<file path="src/rtl/mbx_pkg.sv">
package mbx_pkg;

    // Control bits of one port as seen at the pins
    typedef struct packed {
        logic en_n;
        logic oe_n;
        logic we_n;
        logic busy;
    } port_ctl_t;

    // Index of each side in per-port arrays
    localparam int unsigned SIDE_A = 0;
    localparam int unsigned SIDE_B = 1;
    localparam int unsigned NUM_SIDES = 2;

    // An unblocked write strobe with the port enabled
    function automatic logic is_write(input port_ctl_t c);
        return !c.en_n && !c.we_n && !c.busy;
    endfunction

    // An unblocked access with outputs enabled (write strobe ignored)
    function automatic logic is_ack(input port_ctl_t c);
        return !c.en_n && !c.oe_n && !c.busy;
    endfunction

endpackage

</file>
<file path="src/rtl/mbx_port_decode.sv">
module mbx_port_decode
    import mbx_pkg::*;
#(
    parameter int unsigned ADDR_W = 12,
    parameter int unsigned OWN_BOX = 0,
    parameter int unsigned PEER_BOX = 1
) (
    input  port_ctl_t          ctl,
    input  logic [ADDR_W-1:0]  addr,
    output logic               peer_set,
    output logic               own_clr
);
    localparam logic [ADDR_W-1:0] OWN_A  = ADDR_W'(OWN_BOX);
    localparam logic [ADDR_W-1:0] PEER_A = ADDR_W'(PEER_BOX);

    always_comb begin
        peer_set = is_write(ctl) && (addr == PEER_A);
        own_clr  = is_ack(ctl)   && (addr == OWN_A);
    end
endmodule

</file>
<file path="src/rtl/mbx_irq_flag.sv">
module mbx_irq_flag (
    input  logic clk,
    input  logic rst,
    input  logic set_req,
    input  logic clr_req,
    output logic irq_n
);
    logic pending_q;

    always_ff @(posedge clk) begin
        if (rst)
            pending_q <= 1'b0;
        else if (set_req)
            pending_q <= 1'b1;
        else if (clr_req)
            pending_q <= 1'b0;
    end

    assign irq_n = ~pending_q;
endmodule

</file>
<file path="src/rtl/mbx_irq_ctrl.sv">
module mbx_irq_ctrl
    import mbx_pkg::*;
#(
    parameter int unsigned ADDR_W = 12
) (
    input  logic              clk,
    input  logic              rst,
    input  logic              a_en_n,
    input  logic              a_oe_n,
    input  logic              a_we_n,
    input  logic              a_busy,
    input  logic [ADDR_W-1:0] a_addr,
    input  logic              b_en_n,
    input  logic              b_oe_n,
    input  logic              b_we_n,
    input  logic              b_busy,
    input  logic [ADDR_W-1:0] b_addr,
    output logic              a_irq_n,
    output logic              b_irq_n
);
    localparam int unsigned TOP_WORD = (1 << ADDR_W) - 1;

    port_ctl_t         ctl  [NUM_SIDES];
    logic [ADDR_W-1:0] addr [NUM_SIDES];
    logic              set_peer [NUM_SIDES];
    logic              clr_own  [NUM_SIDES];
    logic              irq_line [NUM_SIDES];

    always_comb begin
        ctl[SIDE_A]  = '{en_n: a_en_n, oe_n: a_oe_n, we_n: a_we_n, busy: a_busy};
        ctl[SIDE_B]  = '{en_n: b_en_n, oe_n: b_oe_n, we_n: b_we_n, busy: b_busy};
        addr[SIDE_A] = a_addr;
        addr[SIDE_B] = b_addr;
    end

    for (genvar g = 0; g < NUM_SIDES; g++) begin : g_side
        // Side A owns the word below the top, side B the top word
        localparam int unsigned OWN  = TOP_WORD - 1 + g;
        localparam int unsigned PEER = TOP_WORD - g;

        mbx_port_decode #(
            .ADDR_W   (ADDR_W),
            .OWN_BOX  (OWN),
            .PEER_BOX (PEER)
        ) u_dec (
            .ctl      (ctl[g]),
            .addr     (addr[g]),
            .peer_set (set_peer[g]),
            .own_clr  (clr_own[g])
        );

        mbx_irq_flag u_flag (
            .clk     (clk),
            .rst     (rst),
            .set_req (set_peer[NUM_SIDES-1-g]),
            .clr_req (clr_own[g]),
            .irq_n   (irq_line[g])
        );
    end

    assign a_irq_n = irq_line[SIDE_A];
    assign b_irq_n = irq_line[SIDE_B];
endmodule

</file>
<file path="config.mk">
export PLATFORM = sky130hd
export DESIGN_NAME = mbx_irq_ctrl
export DESIGN_NICKNAME = d
export VERILOG_FILES = /design/src/rtl/mbx_pkg.sv /design/src/rtl/mbx_port_decode.sv /design/src/rtl/mbx_irq_flag.sv /design/src/rtl/mbx_irq_ctrl.sv
export SDC_FILE = /design/constraint.sdc
export NUM_CORES = 1
export LEC_CHECK = 0
export ABC_CLOCK_PERIOD_IN_PS = 1500
export BUFFER_PORTS_ARGS = -buffer_cell sky130_fd_sc_hd__buf_4
export CORE_AREA = 2 2 39 41
export DETAILED_ROUTE_END_ITERATION = 12
export DIE_AREA = 0 0 41 43
export HOLD_SLACK_MARGIN = 0.12
export PLACE_DENSITY = 0.48
export SYNTH_ARGS = -nofsm -noshare
export SYNTH_HDL_FRONTEND = slang
export SYNTH_SLANG_ARGS = --single-unit
</file>
<file path="constraint.sdc">
create_clock -name clk -period 1.5 [get_ports clk]
set_input_delay 0.3 -clock clk [delete_from_list [all_inputs] [get_ports clk]]
set_output_delay 0.3 -clock clk [all_outputs]
set_load 0.05 [all_outputs]
</file>
==> impl_results.md, run 1 <==
- Status: finished, final reports clean
- Met1 wire length: 213 um
- Int Pwr: 0.201 mW
- Hold Path Class: in2reg
- Critical path fanouts, max: 2
- Setup Skew: 0 ns
- EDFF count, synth: 0
- First-pass GRT wire length: 1070 um
- Clk pwr share: 0.478
- FF/Latch Area: 40.0 um2
- Drt first pass iters: 1
- Drt wl/cell: 9.12 um
- Total GRT Usage: 0.0891
- Biggest registers after layout: g_side.u_flag.pending_q: 2 flops
- Final Slew Violations: 0
- Max_slew headroom: 0.843
- Worst skew pair latency: 0.22 ns
- Worst-Margin Slew: 0.234 ns
- Pwr/cell area: 509 mW/mm2
- Fmax: 0.938 GHz
- WS Path Type: reg2out
- Reg2reg path depth: 1
- Synthesized area: 180 um2
- Max-Cap Viols: 0
- Max H-tree Level: 1
- Final WL: 711 um
- Die extent in y: 43 um
- Worst-path clk slew: 0.03 ns
- Total number of vias: 332
- Share of layout cells above drive strength 1: 0.629
- Main synth FF type: dfxtp_1
- Post-CTS Hold Buffers: 0
- Sequential Power Share: 0.217
- CORE AREA: 0.00138 mm2
- WP data arrival: 0.77 ns
- Multi-input gate area in the final layout: 129 um2
- Placed Cells: 75
- CTS root buf: clkbuf_4
- DRT iter0 DRCs: 0
- Max clock buf depth: 2
- N_diodes: 0
- Post-DP HPWL: 646 um
- Largest net degree at the start of global routing: 4
- CTS buffer count: 3
- RSZ-0062 raised after global routing: no
- Final hold slack: 0.251 ns
- Initial antenna violation count: 0
- Register area share after synthesis: 0.222
- Peak VDD IR: 0.000309 V
- Most area-hungry cell type in the Yosys netlist: dfxtp_1
- Fill cells: 165
- CTS resizes: 0
- Met2 wire len: 382 um
- Top reg by flops: g_side.u_flag.pending_q
- Die ar.: 0.00176 mm2
- Top Metal Used: met3
- Leakage dissipation: 0.227 nW
- CTS tree: built
- Tmin final: 1.07 ns
- Syn Nets: 58
- Finished Layout Cells: 78
- Post-DRT Antenna Nets: 0
- Die width: 41 um
- Port buffer count: 35
- DRC viols: 0
- Required @ worst endpoint: 1.20 ns
- Most area-consuming cells after synthesis: dfxtp_1, nand3b_1, nand4_1
- Sum Neg Setup Slack: 0 ns
- Cell Rows: 14
- Clk sinks: 2
- Critical Path End Type: primary output
- Num ports: 36
- Post-synth top area share: 0.222
- Initial Utilization: 0.130
- Synth async-reset ratio: 0
- Cells after synthesis: 24
- Synth cell types: 15
- Reg2Reg Setup Slack: 0.88 ns
- Layout area overhead: 169%
- Register bit count reported by yosys: 2
- Switching share of power: 0.186
- Post CTS Setup Buffer Count: 0
- Synth top cells by count: inv_1, nand2_1, nand3b_1
- Number of flip-flops in the largest register: 2
- Vias in the first global route: 333
- Synth Area per Inst: 7.51 um2
- Hold Fails Final Rpt: 0
- Fin crit share: 0.711
- Sw Pwr: 0.0458 mW
- Part of the power in combinational logic: 0.305
- Count of warnings emitted by yosys: 0
- Via/cell ratio: 4.26
- Final nets: 98
- Hold Path Cell Cnt: 2
- WL met3: 115 um
- Grt ovf: 0
- Endpoints failing setup: 0
- Routability congestion estimate: 0.654
- CP startpoint kind: register
[power by group through the flow]
stage	combinational, mW	clock, mW	sequential, mW
2_1_floorplan	0.00970	0	0.0543
3_3_place_gp	0.0756	0	0.0543
3_5_place_dp	0.0761	0	0.0543
4_1_cts	0.0762	0.127	0.0536
5_1_grt	0.0821	0.127	0.0536
6_report	0.0754	0.118	0.0536
[kinds of logic after synthesis]
family | synth area share
AO/OA/AOI/OAI | 0.125
buffers and inverters | 0.0625
flip-flops | 0.222
AND/OR/NAND/NOR | 0.590
[placed cells by master, fill, tap and decap left out]
cell type / n
buf_4: 35
inv_1: 3
nand2_1: 3
nand3b_1: 3
clkbuf_4: 3
nand4_1: 2
nor3_1: 2
dfxtp_1: 2
nand3_1: 1
and4b_1: 1
nor4bb_1: 1
o31ai_1: 1
nand4b_1: 1
nor4_2: 1
a21oi_1: 1
nor2_1: 1
a32o_1: 1
[worst paths after layout]
check                                                             start                                 endpoint
worst max-delay path            g_side[0].u_flag.pending_q$_SDFFE_PP0P_                                  a_irq_n
worst min-delay path                                                rst  g_side[1].u_flag.pending_q$_SDFFE_PP0P_
worst max register to register  g_side[0].u_flag.pending_q$_SDFFE_PP0P_  g_side[0].u_flag.pending_q$_SDFFE_PP0P_
worst min register to register  g_side[1].u_flag.pending_q$_SDFFE_PP0P_  g_side[1].u_flag.pending_q$_SDFFE_PP0P_
[critical path, cell delays in order, from the launching register on]
cell	delay, ns
dfxtp_1	0.32
inv_1	0.04
buf_4	0.18
[cell type report]
class / instances / area share
multi-input cells: 19 / 0.265
well taps: 16 / 0.0412
inverters: 3 / 0.0232
flip-flops and latches: 2 / 0.0825
repair buffers: 35 / 0.541
clock buffers: 3 / 0.0464
[metal layers]
metal	up-vias	GRT usage
met5	-	0
met4	0	0.0400
met3	0	0.0366
met2	25	0.163
met1	137	0.0764
li1	170	-
[stage by stage]
step	setup WS, ns	total power [mW]	cell area (um2)	utilization
floorplan	0.368	0.0640	180	-
global route	0.327	0.263	485	0.351
CTS	0.417	0.256	485	0.351
global placement	0.219	0.130	463	0.335
finish	0.434	0.247	485	0.351
detailed placement	0.197	0.130	463	0.335
Power figures use the tool's default switching activity.
==> inputs of run 2 (changes only) <==
--- a/config.mk
+++ b/config.mk
@@ -5,13 +5,14 @@
 export SDC_FILE = /design/constraint.sdc
 export NUM_CORES = 1
 export LEC_CHECK = 0
-export ABC_CLOCK_PERIOD_IN_PS = 1500
+export ABC_AREA = 1
+export ABC_CLOCK_PERIOD_IN_PS = 950
 export BUFFER_PORTS_ARGS = -buffer_cell sky130_fd_sc_hd__buf_4
 export CORE_AREA = 2 2 39 41
 export DETAILED_ROUTE_END_ITERATION = 12
 export DIE_AREA = 0 0 41 43
 export HOLD_SLACK_MARGIN = 0.12
-export PLACE_DENSITY = 0.48
+export PLACE_DENSITY = 0.57
 export SYNTH_ARGS = -nofsm -noshare
 export SYNTH_HDL_FRONTEND = slang
 export SYNTH_SLANG_ARGS = --single-unit
==> constraint.sdc (replaced) <==
create_clock -name clk -period 0.95 [get_ports clk]
set_input_delay 0.19 -clock clk [delete_from_list [all_inputs] [get_ports clk]]
set_output_delay 0.19 -clock clk [all_outputs]
set_load 0.05 [all_outputs]
==> run 2 against run 1 <==
Clock power up 54%. Via count grew 22%. Clock skew unchanged. Synthesized area rose by 46%. Final cell count grew 40%. Utilization is 7.4 points higher. Critical endpoint unchanged. Design area increased by 21%. Global-route usage up 1.4 points. Total power is 65% higher. Count of clock-buffer cells in the layout is the same. Highest routed layer unchanged.
==> impl_results.md, run 2 <==
- Status: finished, final reports clean
- Final Slew Violations: 0 (unchanged)
- Layout area overhead: 124%
- DRC viols: 0 (unchanged)
- Die extent in y: 43 um (unchanged)
- Crit-path max cell delay: 0.31 ns (about the same)
- Cells along the critical path: inv_2 > buf_6
- Count of warnings emitted by yosys: 0 (unchanged)
- Fill cells: 162 (-1.8%)
- RR Endpoint: g_side[0].u_flag.pending_q$_SDFFE_PP0P_
- EDFF count, synth: 0 (unchanged)
- Die ar.: 0.00176 mm2 (unchanged)
- Final core utilization: 0.425 (+0.0741)
- Synth async-reset ratio: 0 (unchanged)
- Post-DP HPWL: 674 um (+4.3%)
- First-pass GRT wire length: 1240 um (+16%)
- Synth cell types: 10 (-5)
- Synth Area in XOR/XNOR: 0 (unchanged)
- Worst path slowest cell: dfxtp_2
- Int Pwr: 0.325 mW (+62%)
- Peak VDD IR: 0.000366 V (+19%)
- Worst-path clk slew: 0.03 ns (about the same)
- Syn Nets: 88 (+52%)
- N_diodes: 0 (unchanged)
- Largest family of logic cells by synthesized area: simple AND/OR/NAND/NOR gates
- Routability congestion estimate: 0.617 (-5.7%)
- Sequential Power Share: 0.208 (-0.009)
- Total number of vias: 405 (+22%)
- Worst-Margin Slew: 0.162 ns (-0.0724 ns)
- Number of flip-flops in the largest register: 2 (unchanged)
- Placed Cells: 105 (+40%)
- Most area-consuming cells after synthesis: nand2_1, inv_1, dfxtp_1
- Post-DRT Antenna Nets: 0 (unchanged)
- Required @ worst endpoint: 0.76 ns (-0.44 ns)
- Post-Synth Adder-Cell Area: 0 (unchanged)
- Cell Rows: 14 (unchanged)
- Final Worst Setup Slack: 0.0428 ns (-0.391 ns)
- Critical path fanouts, max: 2 (unchanged)
- CORE AREA: 0.00138 mm2 (unchanged)
- Drt wl/cell: 6.59 um (-28%)
- Reg2reg path depth: 2 (+1)
- Sw Pwr: 0.0820 mW (+79%)
- Buffers & Inverters on Critical Path: 2 (unchanged)
- Critical Path End Type: primary output
- Via/cell ratio: 3.72 (-13%)
- Largest net degree at the start of global routing: 3 (-1)
- Setup Skew: 0 ns (unchanged)
- Sum Neg Setup Slack: 0 ns (unchanged)
- Hold Path Class: in2reg
- Pwr/cell area: 692 mW/mm2 (+36%)
- RSZ-0062 raised after global routing: no
- Cells after synthesis: 54 (+130%)
- Dpl ws: 0.111 ns (-0.0870 ns)
- Met1 wire length: 225 um (+5.6%)
- Most common cell after layout, fill and taps aside: buf_4
- WP data arrival: 0.72 ns (-0.05 ns)
- Switching share of power: 0.201 (+0.0158)
- Max_slew headroom: 0.892 (+0.0490)
- CTS root buf: clkbuf_4
- Share of layout cells above drive strength 1: 0.505 (-0.124)
- Final WL: 718 um (+0.98%)
- Met2 wire len: 381 um (-0.26%)
- Post-synthesis mux area share: 0 (unchanged)
- WS Path Type: reg2out
- Initial Utilization: 0.190 (+0.0597)
- Register bit count reported by yosys: 2 (unchanged)
- Vias in the first global route: 370 (+11%)
- Synth Area per Inst: 4.87 um2 (-35%)
- Most frequent cell after synthesis: nand2_1
- CTS buffer count: 3 (unchanged)
- Hold Fails Final Rpt: 0 (unchanged)
- Finished Layout Cells: 109 (+40%)
- Clk sinks: 2 (unchanged)
- Delay-heaviest family, CP: flip-flops
- Main synth FF type: dfxtp_1
- Die width: 41 um (unchanged)
- Hold_sp: a_we_n
- Hold EP: g_side[1].u_flag.pending_q$_SDFFE_PP0P_
- Worst skew pair latency: 0.22 ns (about the same)
- Clk pwr share: 0.446 (-0.032)
- Part of the power in combinational logic: 0.346 (+0.041)
- Final nets: 129 (+32%)
- Top Metal Used: met3
- Reg2Reg Setup Slack: 0.40 ns (-0.48 ns)
- WL met3: 111 um (-3.5%)
- Biggest registers after layout: g_side.u_flag.pending_q: 2 flops
- Register area share after synthesis: 0.152 (-0.0698)
- Tmin final: 0.907 ns
- Port buffer count: 35 (unchanged)
- Synth Area in Compound Gates: 0.0524 (-0.0726)
- Fmax: 1.10 GHz
- Endpoints failing setup: 0 (unchanged)
- Post-synth top area share: 0.329 (+0.106)
- Most area-hungry cell type in the Yosys netlist: nand2_1
- Reg2reg start: g_side[0].u_flag.pending_q$_SDFFE_PP0P_
- Top reg by flops: g_side.u_flag.pending_q
- Max-Cap Viols: 0 (unchanged)
- Post CTS Setup Buffer Count: 0 (unchanged)
- Max clock buf depth: 2 (unchanged)
- CP startpoint kind: register
- Most frequent cells in the layout: buf_4, nand2_1, inv_1, nor2_1, clkbuf_4
- CTS tree: built
- Synthesized area: 263 um2 (+46%)
- Total GRT Usage: 0.103 (+0.0140)
- Num ports: 36 (unchanged)
- Fin crit share: 0.955
- Hold Path Cell Cnt: 4 (+2)
- Synth top cells by count: nand2_1, inv_1, nor2_1
- Post-synthesis simple-gate area fraction: 0.581 (-0.00933)
- Leakage dissipation: 0.352 nW (+55%)
- Grt ovf: 0 (unchanged)
- DRT iter0 DRCs: 5 (+5)
- Max H-tree Level: 1 (unchanged)
- Initial antenna violation count: 0 (unchanged)
- Drt first pass iters: 2 (+1)
## run 2: changes by cell type after synthesis, moves of 2 or more
cell	change
nand2_1	+20
nor3_1	-2
nand4_1	-2
nor2_1	+6
nand3b_1	-2
inv_1	+12
nor2_2	+2
## run 2: tightest hold or removal path: stages
cell	delay (ns)
buf_4	0.08
nor3_2	0.04
nand3_2	0.07
a21oi_2	0.04
## run 2: cell families after synthesis
logic type | count (synthesis)
AO/OA/AOI/OAI | 2
buffers and inverters | 15
AND/OR/NAND/NOR | 35
flip-flops | 2
## run 2: final cells by class
class / count / area (um2) / share of cell area
repair buffers: 36 / 280 / 0.477
multi-input cells: 37 / 166 / 0.283
inverters: 15 / 56.3 / 0.0957
flip-flops and latches: 2 / 42.5 / 0.0723
clock buffers: 3 / 22.5 / 0.0383
well taps: 16 / 20.0 / 0.0340
## run 2: worst max-delay path by stage
stage | to | cells after the start | from | slack [ns]
global route | b_irq_n | 2 | g_side[1].u_flag.pending_q$_SDFFE_PP0P_ | 0.008
CTS | a_irq_n | 2 | g_side[0].u_flag.pending_q$_SDFFE_PP0P_ | 0.01
finish | a_irq_n | 2 | g_side[0].u_flag.pending_q$_SDFFE_PP0P_ | 0.04
detailed placement | g_side[1].u_flag.pending_q$_SDFFE_PP0P_ | 6 | b_oe_n | 0.11
global placement | g_side[1].u_flag.pending_q$_SDFFE_PP0P_ | 6 | b_oe_n | 0.11
floorplan | a_irq_n | 1 | g_side[0].u_flag.pending_q$_SDFFE_PP0P_ | 0.17
## run 2: routing by layer
layer | global-route usage | vias to the layer above
met3 | 0.0366 | 0
met5 | 0 | -
met1 | 0.0987 | 148
met4 | 0.0600 | 0
li1 | - | 230
met2 | 0.175 | 27
## run 2: per-stage QoR
| step | total power [mW] | instance area [um2] | hold slack (ns) |
|---|---|---|---|
| floorplan | 0.117 | 263 | 0.252 |
| global placement | 0.224 | 546 | 0.363 |
| detailed placement | 0.225 | 546 | 0.364 |
| CTS | 0.428 | 586 | 0.235 |
| global route | 0.444 | 588 | 0.255 |
| finish | 0.407 | 588 | 0.238 |
## run 2: timing repair
| item | 4_1_cts | 5_1_grt |
|---|---|---|
| resized for setup | 2 | 4 |
| hold buffers | 1 | 0 |
| setup endpoints to repair | 2 | 2 |
| endpoints found under the hold margin | 1 | 0 |
| cloned | 0 | 0 |
| pin swaps | 0 | 0 |
## run 2: power by group through the flow
stage	combinational (mW)	clock, mW	sequential [mW]
2_1_floorplan	0.0317	0	0.0857
3_3_place_gp	0.138	0	0.0857
3_5_place_dp	0.139	0	0.0857
4_1_cts	0.143	0.200	0.0846
5_1_grt	0.159	0.201	0.0845
6_report	0.141	0.182	0.0846
==> inputs of run 3 (changes only) <==
--- a/config.mk
+++ b/config.mk
@@ -7,7 +7,8 @@
 export LEC_CHECK = 0
 export ABC_AREA = 1
 export ABC_CLOCK_PERIOD_IN_PS = 950
-export BUFFER_PORTS_ARGS = -buffer_cell sky130_fd_sc_hd__buf_4
+export BUFFER_PORTS_ARGS = -buffer_cell sky130_fd_sc_hd__buf_2
+export CAP_MARGIN = 0
 export CORE_AREA = 2 2 39 41
 export DETAILED_ROUTE_END_ITERATION = 12
 export DIE_AREA = 0 0 41 43
==> run 3 against run 2 <==
Die area stayed put. Clock skew is the same. Largest cell class unchanged. Global-route usage decreased by 1.7 points. Utilization fell by 6.7 points. Setup slack got worse by 0.0067 ns. Sequential share of layout area increased by 1.4 points. Total power decreased by 9.2%. Sequential power barely moved. Critical path depth unchanged. Count of clock-buffer cells in the layout stayed put. Wire length down 10%.
==> impl_results.md, run 3 (synthesized netlist as in run 2, its figures left out) <==
- Clk sinks: 2 (unchanged)
- Final nets: 128 (-0.78%)
- Max-Cap Viols: 0 (unchanged)
- RR Endpoint: g_side[0].u_flag.pending_q$_SDFFE_PP0P_
- Most frequent cells in the layout: buf_2, nand2_1, inv_1, nor2_1, clkbuf_4
- Sum Neg Setup Slack: 0 ns (unchanged)
- Worst skew pair latency: 0.22 ns (about the same)
- Reg2reg start: g_side[0].u_flag.pending_q$_SDFFE_PP0P_
- Num ports: 36 (unchanged)
- Peak VDD IR: 0.000301 V (-18%)
- Max_slew headroom: 0.895 (+0.00372)
- CP startpoint kind: register
- Post-DRT Antenna Nets: 0 (unchanged)
- Initial antenna violation count: 0 (unchanged)
- Biggest registers after layout: g_side.u_flag.pending_q: 2 flops
- Hold Fails Final Rpt: 0 (unchanged)
- Worst-path clk slew: 0.03 ns (about the same)
- Largest net degree at the start of global routing: 3 (unchanged)
- Status: finished, final reports clean
- Required @ worst endpoint: 0.76 ns (about the same)
- Drt first pass iters: 4 (+2)
- Hold_sp: rst
- Number of flip-flops in the largest register: 2 (unchanged)
- Critical Path End Type: primary output
- Endpoints failing setup: 0 (unchanged)
- Critical path fanouts, max: 2 (unchanged)
- Final hold slack: 0.136 ns (-0.102 ns)
- Most common cell after layout, fill and taps aside: buf_2
- Leakage dissipation: 0.319 nW (-9.4%)
- DRT iter0 DRCs: 3 (-2)
- RSZ-0062 raised after global routing: no
- CTS root buf: clkbuf_4
- Final core utilization: 0.358 (-0.0669)
- Hold EP: g_side[1].u_flag.pending_q$_SDFFE_PP0P_
- CTS tree: built
- Tot Pwr: 0.370 mW (-9.2%)
- Grt ovf: 0 (unchanged)
- CTS buffer count: 3 (unchanged)
- DP Area: 458 um2 (-16%)
- Initial Utilization: 0.190 (unchanged)
- Layout area overhead: 88.6%
- Tmin final: 0.914 ns (+0.00665 ns)
- Port buffer count: 35 (unchanged)
- Final Instance Area: 495 um2 (-16%)
- Pwr/cell area: 746 mW/mm2 (+7.7%)
- Final WL: 644 um (-10%)
- Total number of vias: 396 (-2.2%)
- Via/cell ratio: 3.67 (-1.3%)
- Vias in the first global route: 351 (-5.1%)
- Routability congestion estimate: 0.599 (-2.9%)
- Dpl ws: 0.127 ns (+0.0169 ns)
- Share of layout cells above drive strength 1: 0.511 (+0.00549)
- Hold Path Class: in2reg
- First-pass GRT wire length: 1070 um (-14%)
- Finished Layout Cells: 108 (-0.92%)
- Drt wl/cell: 5.96 um (-9.5%)
- Reg2reg path depth: 2 (unchanged)
- DRC viols: 0 (unchanged)
- Max clock buf depth: 2 (unchanged)
- Fmax: 1.09 GHz (-0.73%)
- Fin crit share: 0.962 (+0.00700)
- Final Worst Setup Slack: 0.0361 ns (-0.00665 ns)
- WS Path Type: reg2out
- Fill cells: 161 (-0.62%)
- Placed Cells: 105 (unchanged)
- Final Slew Violations: 0 (unchanged)
- N_diodes: 0 (unchanged)
- Cell Rows: 14 (unchanged)
- Post-DP HPWL: 613 um (-9.0%)
- Max H-tree Level: 1 (unchanged)
- Top reg by flops: g_side.u_flag.pending_q
- Reg2Reg Setup Slack: 0.39 ns (about the same)
- WP data arrival: 0.72 ns (about the same)
- Hold Path Cell Cnt: 2 (-2)
- CORE AREA: 0.00138 mm2 (unchanged)
- Setup Skew: 0 ns (unchanged)
- Die extent in y: 43 um (unchanged)
- Worst-Margin Slew: 0.156 ns (-0.00555 ns)
- Total GRT Usage: 0.0862 (-0.0169)
- Die ar.: 0.00176 mm2 (unchanged)
- Die width: 41 um (unchanged)
run 3: cell count changes in the layout (fill, tap and decap cells not counted):
cell,before,now
buf_2,0,33
buf_4,33,0
dlygate4sd3_1,1,0
run 3: worst max path at each step:
stage / from / end / slack [ns] / cells after the start
2_1_floorplan: g_side[0].u_flag.pending_q$_SDFFE_PP0P_ / a_irq_n / 0.17 / 1
3_3_place_gp: b_busy / g_side[1].u_flag.pending_q$_SDFFE_PP0P_ / 0.13 / 7
3_5_place_dp: b_busy / g_side[1].u_flag.pending_q$_SDFFE_PP0P_ / 0.13 / 7
4_1_cts: g_side[0].u_flag.pending_q$_SDFFE_PP0P_ / a_irq_n / 0.006 / 2
5_1_grt: g_side[0].u_flag.pending_q$_SDFFE_PP0P_ / a_irq_n / 0.006 / 2
6_report: g_side[0].u_flag.pending_q$_SDFFE_PP0P_ / a_irq_n / 0.04 / 2
run 3: layer usage:
layer	track usage	wire length [um]	vias up
li1	-	-	228
met1	0.0831	262	141
met2	0.147	282	27
met3	0.0209	100	0
met4	0.0600	0	0
met5	0	0	-
run 3: cell type report:
type | instances | area, um2 | area share
clock buffers | 3 | 22.5 | 0.0455
inverters | 15 | 56.3 | 0.114
multi-input cells | 37 | 166 | 0.336
flip-flops and latches | 2 | 42.5 | 0.0859
well taps | 16 | 20.0 | 0.0404
repair buffers | 35 | 188 | 0.379
run 3: timing repair:
item	in CTS	in global routing
endpoints found under the hold margin	0	0
hold buffers	0	0
setup buffers	0	0
endpoints found under the setup margin	2	2
resized for setup	5	3
run 3: power by group:
part / leakage, nW / internal (mW) / switching [mW]
Sequential: 0.0171 / 0.0846 / 0.00000322
Clock: 0.0138 / 0.139 / 0.0458
Combinational: 0.288 / 0.0615 / 0.0384
run 3: worst max-delay path, stage by stage (launching register included):
cell     delay (ns)
dfxtp_2        0.31
inv_2          0.05
buf_6          0.14
